==> config.mk <==
export PLATFORM = sky130hd
export DESIGN_NAME = l2s_strobe_ctrl
export DESIGN_NICKNAME = d
export VERILOG_FILES = /design/src/rtl/l2s_pkg.sv /design/src/rtl/l2s_event_decode.sv /design/src/rtl/l2s_mode_busy.sv /design/src/rtl/l2s_beat_ctr.sv /design/src/rtl/l2s_strobe_ctrl.sv
export SDC_FILE = /design/constraint.sdc
export NUM_CORES = 1
export LEC_CHECK = 0
export BUFFER_PORTS_ARGS = -buffer_cell sky130_fd_sc_hd__buf_4
export CAP_MARGIN = 25
export CORE_AREA = 4 4 41 43
export CTS_CLUSTER_DIAMETER = 80
export DETAILED_ROUTE_END_ITERATION = 10
export DIE_AREA = 0 0 45 47
export SLEW_MARGIN = 25
export SYNTH_ARGS = -nofsm -noshare
export SYNTH_HDL_FRONTEND = slang
export SYNTH_SLANG_ARGS = --single-unit
==> constraint.sdc <==
create_clock -name clk -period 1.2 [get_ports clk]
set_input_delay 0.06 -clock clk [delete_from_list [all_inputs] [get_ports clk]]
set_output_delay 0.06 -clock clk [all_outputs]
set_load 0.02 [all_outputs]
==> src/rtl/l2s_pkg.sv <==
package l2s_pkg;
  typedef struct packed {
    logic open_burst;
    logic open_async;
    logic abort;
    logic close;
  } l2s_ev_t;
endpackage

==> src/rtl/l2s_event_decode.sv <==
module l2s_event_decode
  import l2s_pkg::*;
(
  input  logic    busy_q,
  input  logic    mode_lat,
  input  logic    mode_in,
  input  logic    addr_phase,
  input  logic    acc_start,
  input  logic    acc_done,
  input  logic    wr_abort,
  output logic    mode_eff,
  output l2s_ev_t ev
);
  always_comb begin
    mode_eff      = busy_q ? mode_lat : mode_in;
    ev.open_burst = !busy_q && !mode_eff && addr_phase;
    ev.open_async = !busy_q &&  mode_eff && acc_start;
    ev.abort      = !mode_eff && wr_abort && (busy_q || addr_phase);
    ev.close      = busy_q && acc_done;
  end
endmodule

==> src/rtl/l2s_mode_busy.sv <==
module l2s_mode_busy
  import l2s_pkg::*;
(
  input  logic    clk,
  input  logic    rst_n,
  input  logic    mode_in,
  input  l2s_ev_t ev,
  output logic    busy_q,
  output logic    mode_lat
);
  logic busy_d;

  always_comb begin
    busy_d = busy_q;
    if (ev.abort)                          busy_d = 1'b0;
    else if (ev.open_burst || ev.open_async) busy_d = 1'b1;
    else if (ev.close)                     busy_d = 1'b0;
  end

  always_ff @(posedge clk or negedge rst_n) begin
    if (!rst_n) begin
      busy_q   <= 1'b0;
      mode_lat <= 1'b0;
    end else begin
      busy_q <= busy_d;
      if (!busy_q) mode_lat <= mode_in;
    end
  end
endmodule

==> src/rtl/l2s_beat_ctr.sv <==
module l2s_beat_ctr
  import l2s_pkg::*;
#(
  parameter int BURST_LEN = 4
) (
  input  logic    clk,
  input  logic    rst_n,
  input  logic    busy_q,
  input  logic    mode_lat,
  input  logic    beat,
  input  l2s_ev_t ev,
  output logic    adv_q
);
  localparam int CW = $clog2(BURST_LEN + 1);
  localparam logic [CW-1:0] LAST = CW'(BURST_LEN);

  logic [CW-1:0] cnt_q;
  logic          step;

  assign step = busy_q && !mode_lat && beat && !ev.abort && !ev.close;

  always_ff @(posedge clk or negedge rst_n) begin
    if (!rst_n) begin
      cnt_q <= '0;
      adv_q <= 1'b0;
    end else begin
      adv_q <= step && (cnt_q != '0) && (cnt_q < LAST);
      if (!busy_q || ev.abort || ev.close) cnt_q <= '0;
      else if (step && cnt_q != LAST)      cnt_q <= cnt_q + 1'b1;
    end
  end
endmodule

==> src/rtl/l2s_strobe_ctrl.sv <==
module l2s_strobe_ctrl
  import l2s_pkg::*;
#(
  parameter int BURST_LEN = 4
) (
  input  logic clk,
  input  logic rst_n,
  input  logic mode_async_i,
  input  logic addr_phase_i,
  input  logic acc_start_i,
  input  logic acc_done_i,
  input  logic wr_abort_i,
  input  logic beat_i,
  output logic strobe_o,
  output logic burst_adv_o,
  output logic busy_o
);
  l2s_ev_t ev;
  logic    busy_q;
  logic    mode_lat;
  logic    mode_eff;
  logic    strobe_q;

  l2s_event_decode u_dec (
    .busy_q    (busy_q),
    .mode_lat  (mode_lat),
    .mode_in   (mode_async_i),
    .addr_phase(addr_phase_i),
    .acc_start (acc_start_i),
    .acc_done  (acc_done_i),
    .wr_abort  (wr_abort_i),
    .mode_eff  (mode_eff),
    .ev        (ev)
  );

  l2s_mode_busy u_mb (
    .clk     (clk),
    .rst_n   (rst_n),
    .mode_in (mode_async_i),
    .ev      (ev),
    .busy_q  (busy_q),
    .mode_lat(mode_lat)
  );

  l2s_beat_ctr #(.BURST_LEN(BURST_LEN)) u_beat (
    .clk     (clk),
    .rst_n   (rst_n),
    .busy_q  (busy_q),
    .mode_lat(mode_lat),
    .beat    (beat_i),
    .ev      (ev),
    .adv_q   (burst_adv_o)
  );

  always_ff @(posedge clk or negedge rst_n) begin
    if (!rst_n) strobe_q <= 1'b0;
    else        strobe_q <= ev.open_burst || ev.open_async || ev.abort;
  end

  assign strobe_o = strobe_q;
  assign busy_o   = busy_q;
endmodule

==> run summary <==
Most frequent cells in the layout: buf_4 (16), dfrtp_1 (6), clkbuf_4 (3)
Initial Util: 29.52%
Final wirelength: 821 um
Register bit total from synthesis: 7
DP Wirelength: 630.4 um
Post-synth EDFFs: 0
Max FO, Critical Path: 3
DR WL/cell: 11.90 um
Hold_ws: 62.97 ps
Detailed Route Iter0 Violations: 2
Crit Path Class: flip-flop to flip-flop
Nets: 65
Die Area: 0.002115 mm^2
# setup viols final: 0
Final period demand of the worst path: 1159 ps
CTS max path bufs: 2
Worst-skew pair later-pin latency: 260 ps
Top_reg_cell synth: dfrtp_1
XOR/XNOR share of the synthesized area: 0%
Cell area power density: 1090 mW/mm^2
Syn nets: 43
Endpoint type of the worst setup path: flip-flop
Vias: 320
Max transition margin: 86.27%
Critical Path Max Stage Delay: 390 ps
Arr. time, crit path: 1300 ps
Lkg Pwr: 0.2698 nW
Die Width: 45 um
Total CTS buffers: 3
Top Ports: 11
WHS Path Cells: 2
Fin crit share: 96.54%
Hold Violations, Final: 0
Vias in the first global route: 322
Simple-gate area share of the yosys netlist: 24.43%
Multiplexer share of the synthesized area: 9.446%
Post-synthesis sequential area ratio: 45.60%
Synth Area in Adders: 6.515%
Height of the die: 47 um
Syn avg cell area: 11.64 um^2
Via density: 4.638
Initial antenna violation count: 0
Worst R2R Path Depth: 5
Total track usage: 9.113%
Core area: 0.001301 mm^2
ANT nets after route: 0
Routability cong.: 0.7384
Worst Skew: 2.217 ps
Post-synthesis compound-gate area fraction: 11.07%
Status: finished clean
Final Power: 0.0006354 W
Max-slew violations: 0
Syn-to-layout area delta: 51.79%
Worst hold path type: input pin to flip-flop
Synth warn: 0
Slew @ Worst Pin: 204.5 ps
Htree depth: 1
Residual DRC: 0
Synth cell types: 21
Mapped Cells: 33
Gr ovfl total: 0
Max-cap violations: 0
Buffers added on ports: 10
CTS tree: yes
CTS clock-pin slew for the worst setup and hold paths: 60 ps
CTS Root Cell: clkbuf_4
Critical path's slowest cell: dfrtp_1
Most common cell after layout, fill and taps aside: buf_4
Filler Cells Inserted: 137
Async SR Flop Fraction: 100.0%
Largest family of logic cells by synthesized area: simple AND/OR/NAND/NOR gates
Detailed Routing Iterations Pass 1: 4
VDD IR max: 0.5615 mV
Pin count of the biggest net entering global routing: 8
Sink Count: 7
Crit-path cells: inv_2 -> ha_4 -> nand2_4 -> nand4_4 -> mux2_4
CP startpoint kind: flip-flop
Synthesized area: 384.1 um^2
Ant. Diodes: 0
Worst Path Required: 1350 ps
Row count: 13
Fmax: 863.2 MHz
First-pass GRT wire length: 1.297 mm
Layout cell share with drive strength beyond 1: 57.41%
## per-stage QoR
stage / worst slack, ps / std cells / utilization [%] / TNS, ps / cell area [um^2]
2_1_floorplan: 3.469 / 33 / - / 0 / 400.4
3_3_place_gp: -2.357 / 63 / 40.87 / -2.357 / 531.8
3_5_place_dp: -24.35 / 63 / 40.87 / -24.35 / 531.8
4_1_cts: 3.440 / 69 / 44.23 / 0 / 575.6
5_1_grt: -0.7470 / 69 / 44.81 / -0.7470 / 583.1
6_report: 41.48 / 69 / 44.81 / 0 / 583.1
## state kept, by name, summed over array words and instances, names as in the netlist
register       count
u_beat.adv_q       1
strobe_o           1
u_mb.busy_q        1
u_mb.mode_lat      1
u_beat.cnt_q       3
## critical path: cells and delay by family (launching register included)
kind          cells  cell delay, ps
flops             1             390
buf+inv           1              60
mux               1             300
fa+ha+maj         1             160
simple gates      2             140
## worst paths after layout
kind	startpoint	to	slack, ps
setup / recovery	u_beat.cnt_q[0]$_DFFE_PN0P_	u_beat.cnt_q[1]$_DFFE_PN0P_	40
hold / removal	mode_async_i	u_mb.mode_lat$_DFF_PN0_	60
setup reg to reg	u_beat.cnt_q[0]$_DFFE_PN0P_	u_beat.cnt_q[1]$_DFFE_PN0P_	40
hold reg to reg	u_beat.cnt_q[2]$_DFFE_PN0P_	u_beat.adv_q$_DFF_PN0_	540
max in group asynchronous	rst_n	u_mb.busy_q$_DFFE_PN0P_	920
min in group asynchronous	rst_n	strobe_o$_DFF_PN0_	150
## cell families (layout without fill, tap and decap cells)
family,count (synthesis),in the layout
AND/OR/NAND/NOR,12,12
flip-flops,7,7
AO/OA/AOI/OAI,6,6
multiplexers,3,3
buffers and inverters,3,24
adder cells (fa/ha/maj),2,2
## per-layer routing
metal	global-route usage, %	up-vias	wire length (um)
met1	10.09	149	378
met4	3.509	0	9
met2	13.84	9	367
met3	6.130	2	66
met5	0	-	0
li1	-	160	-
## report_power, final
part / total, W / switching, W / internal, W / leakage, nW
Sequential: 0.000266 / 0.00000986 / 0.000256 / 0.0906
Clock: 0.000228 / 0.0000999 / 0.000128 / 0.0150
Combinational: 0.000142 / 0.0000684 / 0.0000736 / 0.164
Total: 0.000635 / 0.000178 / 0.000457 / 0.270
## cell type report
cell class	instances	area [um^2]	area share, %
inverter	3	11.26	1.931
timing repair buffer	17	130.1	22.32
clock buffer	4	26.28	4.506
tap	15	18.77	3.219
sequential	7	176.4	30.26
multi-input combinational	23	220.2	37.77
## timing repair
action                     4_1_cts  5_1_grt
pin swaps                        0        2
buffers inserted                 1        0
hold buffers                     1        0
resized for setup                1        3
hold endpoints to repair         7        0
setup endpoints to repair        1        3
## Yosys cell counts, types with 2 or more instances
| master | number | area share (%) |
|---|---|---|
| nand2_1 | 2 | 2.0 |
| dfrtp_1 | 7 | 46 |
| ha_1 | 2 | 6.5 |
| inv_1 | 3 | 2.9 |
| and3_1 | 2 | 3.3 |
| nor2b_1 | 2 | 3.3 |
Power figures use the tool's default switching activity.
